[src/rtl/pef_pkg.sv]
package pef_pkg;

  typedef enum logic {
    SEL_RISE = 1'b0,
    SEL_FALL = 1'b1
  } en_sel_e;

endpackage

[src/rtl/pef_sync.sv]
module pef_sync #(
  parameter int WIDTH  = 8,
  parameter int STAGES = 2
) (
  input  logic             clk,
  input  logic             rst,
  input  logic [WIDTH-1:0] raw_i,
  output logic [WIDTH-1:0] sync_o
);

  logic [WIDTH-1:0] stage_q [STAGES];

  always_ff @(posedge clk) begin
    if (rst) begin
      for (int s = 0; s < STAGES; s++) stage_q[s] <= '0;
    end else begin
      stage_q[0] <= raw_i;
      for (int s = 1; s < STAGES; s++) stage_q[s] <= stage_q[s-1];
    end
  end

  assign sync_o = stage_q[STAGES-1];

endmodule

[src/rtl/pef_tick.sv]
module pef_tick #(
  parameter int DIV_W = 16
) (
  input  logic             clk,
  input  logic             rst,
  input  logic [DIV_W-1:0] div_i,
  output logic             tick_o
);

  logic [DIV_W-1:0] cnt_q;
  logic             tick_q;
  logic             wrap;

  assign wrap = (cnt_q >= div_i);

  always_ff @(posedge clk) begin
    if (rst) begin
      cnt_q  <= '0;
      tick_q <= 1'b0;
    end else begin
      tick_q <= wrap;
      cnt_q  <= wrap ? '0 : cnt_q + 1'b1;
    end
  end

  assign tick_o = tick_q;

  // a nonzero divider never gives back-to-back ticks
  assert_tick_spacing_R1: assert property (@(posedge clk) disable iff (rst)
    (tick_q && div_i != '0) |=> !tick_q);

endmodule

[src/rtl/pef_filter.sv]
module pef_filter #(
  parameter int MATCH_LEN = 3
) (
  input  logic clk,
  input  logic rst,
  input  logic tick_i,
  input  logic sample_i,
  output logic level_o,
  output logic accept_o,
  output logic next_o
);

  localparam int HIST_W = MATCH_LEN - 1;

  logic [HIST_W-1:0] hist_q;
  logic              level_q;
  logic              agree;

  assign agree    = tick_i && (hist_q == {HIST_W{sample_i}});
  assign accept_o = agree && (sample_i != level_q);
  assign next_o   = sample_i;

  generate
    if (HIST_W == 1) begin : g_one
      always_ff @(posedge clk) begin
        if (rst)         hist_q <= '0;
        else if (tick_i) hist_q <= sample_i;
      end
    end else begin : g_many
      always_ff @(posedge clk) begin
        if (rst)         hist_q <= '0;
        else if (tick_i) hist_q <= {hist_q[HIST_W-2:0], sample_i};
      end
    end
  endgenerate

  always_ff @(posedge clk) begin
    if (rst)           level_q <= 1'b0;
    else if (accept_o) level_q <= sample_i;
  end

  assign level_o = level_q;

  // the level moves only on a tick, and only to the value just sampled
  assert_level_on_tick_R2: assert property (@(posedge clk) disable iff (rst)
    (level_q != $past(level_q)) |-> ($past(tick_i) && level_q == $past(sample_i)));

endmodule

[src/rtl/pef_edge.sv]
module pef_edge
  import pef_pkg::*;
#(
  parameter int NUM_PINS = 8
) (
  input  logic                clk,
  input  logic                rst,
  input  logic [NUM_PINS-1:0] accept_i,
  input  logic [NUM_PINS-1:0] next_i,
  input  logic [NUM_PINS-1:0] level_i,
  input  logic                wr_en_i,
  input  en_sel_e             wr_sel_i,
  input  logic [NUM_PINS-1:0] wr_data_i,
  output logic [NUM_PINS-1:0] irq_o
);

  logic [NUM_PINS-1:0] rise_q;
  logic [NUM_PINS-1:0] fall_q;
  logic [NUM_PINS-1:0] irq_q;

  always_ff @(posedge clk) begin
    if (rst) begin
      rise_q <= '0;
      fall_q <= '0;
    end else if (wr_en_i) begin
      case (wr_sel_i)
        SEL_RISE: rise_q <= wr_data_i;
        SEL_FALL: fall_q <= wr_data_i;
        default:  ;
      endcase
    end
  end

  always_ff @(posedge clk) begin
    if (rst) irq_q <= '0;
    else     irq_q <= accept_i & ((next_i & rise_q) | (~next_i & fall_q));
  end

  assign irq_o = irq_q;

  // reset leaves no request and no enabled edge
  assert_reset_quiet_R7: assert property (@(posedge clk)
    rst |=> (irq_q == '0 && rise_q == '0 && fall_q == '0));

  // a rising-register write leaves the falling register alone
  assert_wr_isolated_R8: assert property (@(posedge clk) disable iff (rst)
    (wr_en_i && wr_sel_i == SEL_RISE) |=> $stable(fall_q));

  generate
    for (genvar i = 0; i < NUM_PINS; i++) begin : g_chk
      // request coincides with the visible level change and lasts one cycle
      assert_irq_with_level_R6: assert property (@(posedge clk) disable iff (rst)
        irq_q[i] |-> (level_i[i] != $past(level_i[i])));
      assert_irq_single_R6: assert property (@(posedge clk) disable iff (rst)
        irq_q[i] |=> !irq_q[i]);
      // request direction matches an enabled bit
      assert_irq_rise_R3: assert property (@(posedge clk) disable iff (rst)
        (irq_q[i] && level_i[i]) |-> $past(rise_q[i]));
      assert_irq_fall_R4: assert property (@(posedge clk) disable iff (rst)
        (irq_q[i] && !level_i[i]) |-> $past(fall_q[i]));
    end
  endgenerate

endmodule

[src/rtl/pin_event_filter.sv]
module pin_event_filter
  import pef_pkg::*;
#(
  parameter int NUM_PINS    = 8,
  parameter int DIV_W       = 16,
  parameter int SYNC_STAGES = 2,
  parameter int MATCH_LEN   = 3
) (
  input  logic                clk,
  input  logic                rst,
  input  logic [NUM_PINS-1:0] pin_i,
  input  logic [DIV_W-1:0]    tick_div_i,
  input  logic                wr_en_i,
  input  logic                wr_sel_i,
  input  logic [NUM_PINS-1:0] wr_data_i,
  output logic [NUM_PINS-1:0] level_o,
  output logic [NUM_PINS-1:0] irq_o
);

  logic [NUM_PINS-1:0] synced;
  logic [NUM_PINS-1:0] accept;
  logic [NUM_PINS-1:0] next_lvl;
  logic [NUM_PINS-1:0] level;
  logic                tick;

  pef_sync #(.WIDTH(NUM_PINS), .STAGES(SYNC_STAGES)) u_sync (
    .clk    (clk),
    .rst    (rst),
    .raw_i  (pin_i),
    .sync_o (synced)
  );

  pef_tick #(.DIV_W(DIV_W)) u_tick (
    .clk    (clk),
    .rst    (rst),
    .div_i  (tick_div_i),
    .tick_o (tick)
  );

  generate
    for (genvar i = 0; i < NUM_PINS; i++) begin : g_pin
      pef_filter #(.MATCH_LEN(MATCH_LEN)) u_filt (
        .clk      (clk),
        .rst      (rst),
        .tick_i   (tick),
        .sample_i (synced[i]),
        .level_o  (level[i]),
        .accept_o (accept[i]),
        .next_o   (next_lvl[i])
      );
    end
  endgenerate

  pef_edge #(.NUM_PINS(NUM_PINS)) u_edge (
    .clk       (clk),
    .rst       (rst),
    .accept_i  (accept),
    .next_i    (next_lvl),
    .level_i   (level),
    .wr_en_i   (wr_en_i),
    .wr_sel_i  (en_sel_e'(wr_sel_i)),
    .wr_data_i (wr_data_i),
    .irq_o     (irq_o)
  );

  assign level_o = level;

endmodule

[config.mk]
export PLATFORM = sky130hd
export DESIGN_NAME = pin_event_filter
export DESIGN_NICKNAME = d
export VERILOG_FILES = /design/src/rtl/pef_pkg.sv /design/src/rtl/pef_sync.sv /design/src/rtl/pef_tick.sv /design/src/rtl/pef_filter.sv /design/src/rtl/pef_edge.sv /design/src/rtl/pin_event_filter.sv
export SDC_FILE = /design/constraint.sdc
export NUM_CORES = 1
export LEC_CHECK = 0
export BUFFER_PORTS_ARGS = -buffer_cell sky130_fd_sc_hd__buf_2
export CAP_MARGIN = 20
export CORE_MARGIN = 1
export CORE_UTILIZATION = 51
export DETAILED_ROUTE_END_ITERATION = 12
export PLACE_DENSITY = 0.86
export SYNTH_ARGS = -nofsm -noshare
export SYNTH_HDL_FRONTEND = slang
export SYNTH_SLANG_ARGS = --single-unit
[constraint.sdc]
create_clock -name clk -period 2.2 [get_ports clk]
set_input_delay 0.22 -clock clk [delete_from_list [all_inputs] [get_ports clk]]
set_output_delay 0.22 -clock clk [all_outputs]
set_load 0.05 [all_outputs]
==> results of run 1 <==
layer usage:
layer	track usage	part of all wire	vias to the layer above
li1	-	-	1396
met4	0.09545	0.021	0
met3	0.03946	0.035	15
met1	0.2462	0.46	1304
met5	0	0	-
met2	0.3345	0.48	64
final timing paths:
kind,from,to,slack (ns),depth (start not counted)
worst max-delay path,u_tick.cnt_q[7],u_tick.cnt_q[14],0.10,6
worst min-delay path,pin_i[7],u_sync.stage_q[0][7],0.08,2
worst max register to register,u_tick.cnt_q[7],u_tick.cnt_q[14],0.10,6
worst min register to register,u_sync.stage_q[0][2],u_sync.stage_q[0][10],0.44,1
critical path, stage by stage, from the launching register on:
cell     delay (ns)
dfxtp_1        0.44
ha_1           0.30
and3_4         0.16
a221o_1        0.36
a41o_1         0.26
a211o_4        0.38
nor2_2         0.14
cells in the mapped netlist:
| library cell | n | area share |
|---|---|---|
| a2111oi_0 | 1 | 0.0025 |
| a211o_4 | 1 | 0.0049 |
| a211oi_1 | 8 | 0.017 |
| a21o_2 | 1 | 0.0025 |
| a21oi_1 | 20 | 0.028 |
| a221o_1 | 1 | 0.0028 |
| a41o_1 | 1 | 0.0028 |
| and3_1 | 9 | 0.016 |
| and3_4 | 1 | 0.0032 |
| and4_1 | 1 | 0.0025 |
| and4b_1 | 1 | 0.0028 |
| buf_1 | 3 | 0.0032 |
| buf_12 | 1 | 0.0056 |
| buf_2 | 1 | 0.0014 |
| buf_4 | 8 | 0.017 |
| clkbuf_1 | 9 | 0.0095 |
| dfxtp_1 | 81 | 0.46 |
| ha_1 | 17 | 0.060 |
| inv_1 | 19 | 0.020 |
| mux2i_1 | 32 | 0.090 |
| nand2_1 | 29 | 0.031 |
| nand2b_1 | 2 | 0.0035 |
| nand3_1 | 14 | 0.020 |
| nand3b_1 | 7 | 0.015 |
| nand4_1 | 7 | 0.012 |
| nand4b_1 | 7 | 0.017 |
| nor2_1 | 43 | 0.045 |
| nor2_2 | 9 | 0.016 |
| nor2_4 | 1 | 0.0032 |
| nor2b_1 | 17 | 0.030 |
| nor3_1 | 3 | 0.0042 |
| nor4b_1 | 1 | 0.0025 |
| o21a_1 | 1 | 0.0021 |
| o21ai_0 | 9 | 0.013 |
| o221ai_1 | 1 | 0.0025 |
| o31ai_1 | 1 | 0.0021 |
| xnor2_1 | 7 | 0.017 |
| xor2_1 | 7 | 0.017 |
kinds of logic after synthesis:
family          synth area share
compound gates           0.07985
xor+xnor                 0.03447
fa+ha+maj                0.05979
buf+inv                  0.05663
flops                     0.4559
mux                      0.09005
simple gates              0.2233
layout by cell type (no fill, tap or decap), types with 10 or more instances in the layout:
cell       n
inv_1     19
a21oi_1   20
dfxtp_1   81
buf_2     51
ha_1      17
nand3_1   14
nor2b_1   17
nor2_1    43
nand2_1   29
mux2i_1   32
clkbuf_8  10
repair_timing:
item | 4_1_cts | 5_1_grt
endpoints found under the setup margin | 0 | 16
gates resized for setup | 0 | 1
endpoints found under the hold margin | 0 | 0
buffers inserted | 0 | 0
area by class of cell:
type	instances	area share
Clock inverter	6	0.01215
Clock buffer	10	0.03428
Sequential cell	81	0.4039
Timing Repair Buffer	57	0.07479
Inverter	19	0.01776
Tap cell	80	0.02493
Multi-Input combinational cell	260	0.4322
per-stage QoR:
step	area (um^2)	total power, mW	std cells	setup WS, ns	hold slack, ns
2_1_floorplan	3557	1.659	382	0.1741	0.3482
3_3_place_gp	3827	1.710	497	0.2428	0.4178
3_5_place_dp	3827	1.719	497	0.1415	0.4204
4_1_cts	4014	2.700	513	0.1155	0.07287
5_1_grt	4015	2.788	513	0.04126	0.07187
6_report	4015	2.683	513	0.1020	0.08243
registers in the layout, summed over array words and instances (netlist names):
| register | cells |
|---|---|
| g_pin.u_filt.hist_q | 16 |
| u_edge.rise_q | 8 |
| g_pin.u_filt.level_o | 8 |
| u_tick.tick_o | 1 |
| u_edge.fall_q | 8 |
| u_tick.cnt_q | 16 |
| u_sync.stage_q | 16 |
| u_edge.irq_o | 8 |
report_power, final:
part	total [mW]	switching (mW)	internal (mW)	leakage, nW
registers	1.52	0.0239	1.50	0.658
clock network	0.996	0.546	0.450	0.0855
logic	0.166	0.0882	0.0778	0.875
==> metrics.cfg, run 1 <==
[route]
first_pass_iters = 8
drt_wl_total_um = 6898
wire_per_inst_um = 13.45
num_vias = 2779
postRouteAntennaNets = 0
routed_via_density = 5.417
dr.first_iter.drc_count = 141
drc_errors = 1

[worst_setup_path]
arrival_ns = 2.38
cp.required_ns = 2.48
worstPathMaxFanout = 16
crit_path_start_kind = register
worst-setup-path-type = register to register
end_kind = register

[synth]
netlist_instances = 382
synth.distinct_cells = 38
ys_seq_area_frac = 0.4559
synth_warnings = 0
ys_seq_elements = 81
netlist_area_um2 = 3557
avgSynthCellArea_um2 = 9.312
syn-num-nets = 435

[floorplanning]
design.die.area_um2 = 7313
die_y_um = 85.52
die_x_um = 85.52
core_area_um2 = 6756
design.portCount = 52
num_rows = 30
start_util = 0.5265

[layout]
fill_cells = 548
utilization = 0.5943
fin_nets = 481
multiInputGateArea_um2 = 1735
diodes = 0
seqCellArea_um2 = 1622
layout-drive-gt1-share = 0.1986
area_growth_pct = 12.87

[global_route]
grt_pass1_vias = 2733
grt_first_pass_wirelength_um = 11630
grt_usage = 0.1992
grt_max_degree = 45
antenna_found_initial = 0
overflow = 0

[timing]
fin_crit_sh = 0.9536
relSlewSlack = 0.7016
fmax_mhz = 476.6
drv_slew = 0
tightest_slew_ns = 0.4476
rsz0062_at_grt = no
setup_viol_count_final = 0
fin_crit_ns = 2.098
finalClockSkew_ns = 0.009199
hold_viol_final = 0
setup_tns_ns = 0

[min_path]
hold_class = input port to register

[clock_tree]
cts_hold_buf = 0
cts_tree = done
cts_max_level = 3
clock-root-buffer = clkbuf_8
clock-sinks = 81
clock_path_buffers = 2
clk_pin_slew_ns = 0.09
cts_buffers = 9
clk_latency_ns = 0.35

[status]
status = finished with violations
violations = DRC

[placement]
io_buffers = 51
dp_hpwl_um = 4887
routabilityCongestion = 0.8074

[run]
max_cap_viol_count = 0

[pwr]
p_per_area_nw_per_um2 = 668.3
leakagePower_nw = 1.619
max-vdd-ir-drop_uv = 483.0

No activity file was read; power rests on OpenSTA's default activity.
==> run 2, diff against run 1 <==
==> constraint.sdc (replaced) <==
create_clock -name clk -period 2.2 [get_ports clk]
set_input_delay 0.33 -clock clk [delete_from_list [all_inputs] [get_ports clk]]
set_output_delay 0.33 -clock clk [all_outputs]
set_load 0.05 [all_outputs]
==> metrics.cfg, run 2 (synthesis gave the netlist of run 1 again) <==
[route]
routed_via_density = 5.407  ; -0.18%
postRouteAntennaNets = 0  ; unchanged
drc_errors = 1  ; unchanged
wire_per_inst_um = 13.29  ; -1.2%
first_pass_iters = 8  ; unchanged
num_vias = 2774  ; -0.18%
dr.first_iter.drc_count = 121  ; -14%
drt_wl_total_um = 6818  ; -1.2%

[clock_tree]
post-cts-setup-buffer-count = 0  ; unchanged
cts_resized = 0  ; unchanged
clock-root-buffer = clkbuf_8
cts_max_level = 3  ; unchanged
cts_buffers = 9  ; unchanged
clock-sinks = 81  ; unchanged
clock_path_buffers = 2  ; unchanged
cts_hold_buf = 0  ; unchanged
clk_pin_slew_ns = 0.08  ; about the same
clk_latency_ns = 0.35  ; about the same
cts_tree = done

[floorplanning]
core_area_um2 = 6756  ; unchanged
design.portCount = 52  ; unchanged
start_util = 0.5265  ; unchanged
num_rows = 30  ; unchanged
die_x_um = 85.52  ; unchanged
design.die.area_um2 = 7313  ; unchanged
die_y_um = 85.52  ; unchanged

[timing]
holdWs_ns = 0.1800  ; +0.09756 ns
rsz0062_at_grt = no
fin_crit_sh = 0.9289  ; -0.02479
drv_slew = 0  ; unchanged
setup_tns_ns = 0  ; unchanged
hold_viol_final = 0  ; unchanged
setup_viol_count_final = 0  ; unchanged
tightest_slew_ns = 0.5298  ; +0.08219 ns
fin_crit_ns = 2.043  ; -0.05455 ns
fmax_mhz = 489.4  ; +2.7%
relSlewSlack = 0.6468  ; -0.05479
setup_ws_ns = 0.1565  ; +0.05455 ns
finalClockSkew_ns = 0.007574  ; -0.001625 ns

[global_route]
overflow = 0  ; unchanged
antenna_found_initial = 0  ; unchanged
grt_first_pass_wirelength_um = 11170  ; -3.9%
grt_use_met3 = 0.03176  ; -0.007700
met2_usage = 0.3185  ; -0.01600
grt_usage = 0.1965  ; -0.002636
grt_pass1_vias = 2571  ; -5.9%
grt-busiest-layer = met2
grt_max_degree = 34  ; -24%
use_met1 = 0.2431  ; -0.003045

[layout]
fill_cells = 559  ; +2.0%
diodes = 0  ; unchanged
layout_common_cells = 81 x dfxtp_1, 51 x buf_2, 43 x nor2_1
utilization = 0.5944  ; about the same
fin_nets = 481  ; unchanged
stdcell_count = 513  ; unchanged
layout-drive-gt1-share = 0.1986  ; unchanged
final_cell_area_um2 = 4016  ; about the same
multiInputGateArea_um2 = 1735  ; unchanged
mostFrequentLayoutCell = dfxtp_1
top_regs = g_pin.u_filt.hist_q: 16 flops, u_sync.stage_q: 16 flops, u_tick.cnt_q: 16 flops
area_growth_pct = 12.91  ; about the same
seqCellArea_um2 = 1622  ; unchanged

[placement]
routabilityCongestion = 0.8022  ; -0.64%
dp_slack_ns = 0.06419  ; -0.07734 ns
dpl_cell_area_um2 = 3827  ; unchanged
dp_hpwl_um = 4813  ; -1.5%
io_buffers = 51  ; unchanged
dp_cells = 497  ; unchanged

[worst_setup_path]
arrival_ns = 2.33  ; -0.05 ns
critPathSlowestCell = a211o_4
crit_path_start_kind = register
cp_cell_sequence = inv_1 -> ha_1 -> nand2b_1 -> a2111oi_1 -> o31ai_1 -> a211o_4 -> nor2_2
cpPeakStageDelay_ns = 0.47  ; +0.03 ns
critical_path.top_delay_family = compound AO/OA/AOI/OAI gates
critPathBufInv = 1  ; +1
worstPathMaxFanout = 16  ; unchanged
cp.required_ns = 2.49  ; about the same
worst-setup-path-type = register to register
end_kind = register

[status]
status = finished with violations
violations = DRC

[run]
max_cap_viol_count = 0  ; unchanged

[min_path]
hold_class = input port to register

[pwr]
clkPwrFrac = 0.374  ; +0.003
p_comb_frac = 0.062  ; about the same
p_per_area_nw_per_um2 = 671.0  ; +0.42%
netSwitchingFraction = 0.2482  ; +0.002858
p_switching_mw = 0.6688  ; +1.6%
p_int_mw = 2.026  ; about the same
max-vdd-ir-drop_uv = 528.9  ; +9.5%
leakagePower_nw = 1.623  ; +0.25%
finalPower_mw = 2.695  ; +0.45%
pwr-share-seq = 0.564  ; -0.003

-- run 2: routing by layer --
layer	share of wire	wire length (um)
met5	0	0
met4	0.035	239
met3	0.044	297
met2	0.48	3243
met1	0.45	3038
-- run 2: final timing paths --
| kind | end | cells after the start | slack [ns] | from |
|---|---|---|---|---|
| worst min-delay path | u_sync.stage_q[0][6] | 2 | 0.18 | pin_i[6] |
| worst min register to register | u_sync.stage_q[0][14] | 1 | 0.44 | u_sync.stage_q[0][6] |
| worst max-delay path | u_tick.cnt_q[12] | 7 | 0.16 | u_tick.cnt_q[0] |
| worst max register to register | u_tick.cnt_q[12] | 7 | 0.16 | u_tick.cnt_q[0] |
-- run 2: final cells by class --
| type | count | area share |
|---|---|---|
| timing repair buffer | 57 | 0.07477 |
| multi-input combinational | 260 | 0.4321 |
| inverter | 19 | 0.01776 |
| clock inverter | 6 | 0.01246 |
| sequential | 81 | 0.4037 |
| tap | 80 | 0.02492 |
| clock buffer | 10 | 0.03427 |
-- run 2: power by group through the flow --
stage               Sequential, mW  Combinational [mW]  Clock (mW)
floorplan                     1.55               0.109           0
global placement              1.55               0.158           0
detailed placement            1.56               0.166           0
CTS                           1.52               0.167        1.02
global route                  1.52               0.188        1.09
finish                        1.52               0.167        1.01
-- run 2: worst reg2reg max path, cell delays in order, from the launching register on --
cell	delay (ns)
dfxtp_1	0.34
inv_1	0.05
ha_1	0.25
nand2b_1	0.14
a2111oi_1	0.42
o31ai_1	0.18
a211o_4	0.47
nor2_2	0.14
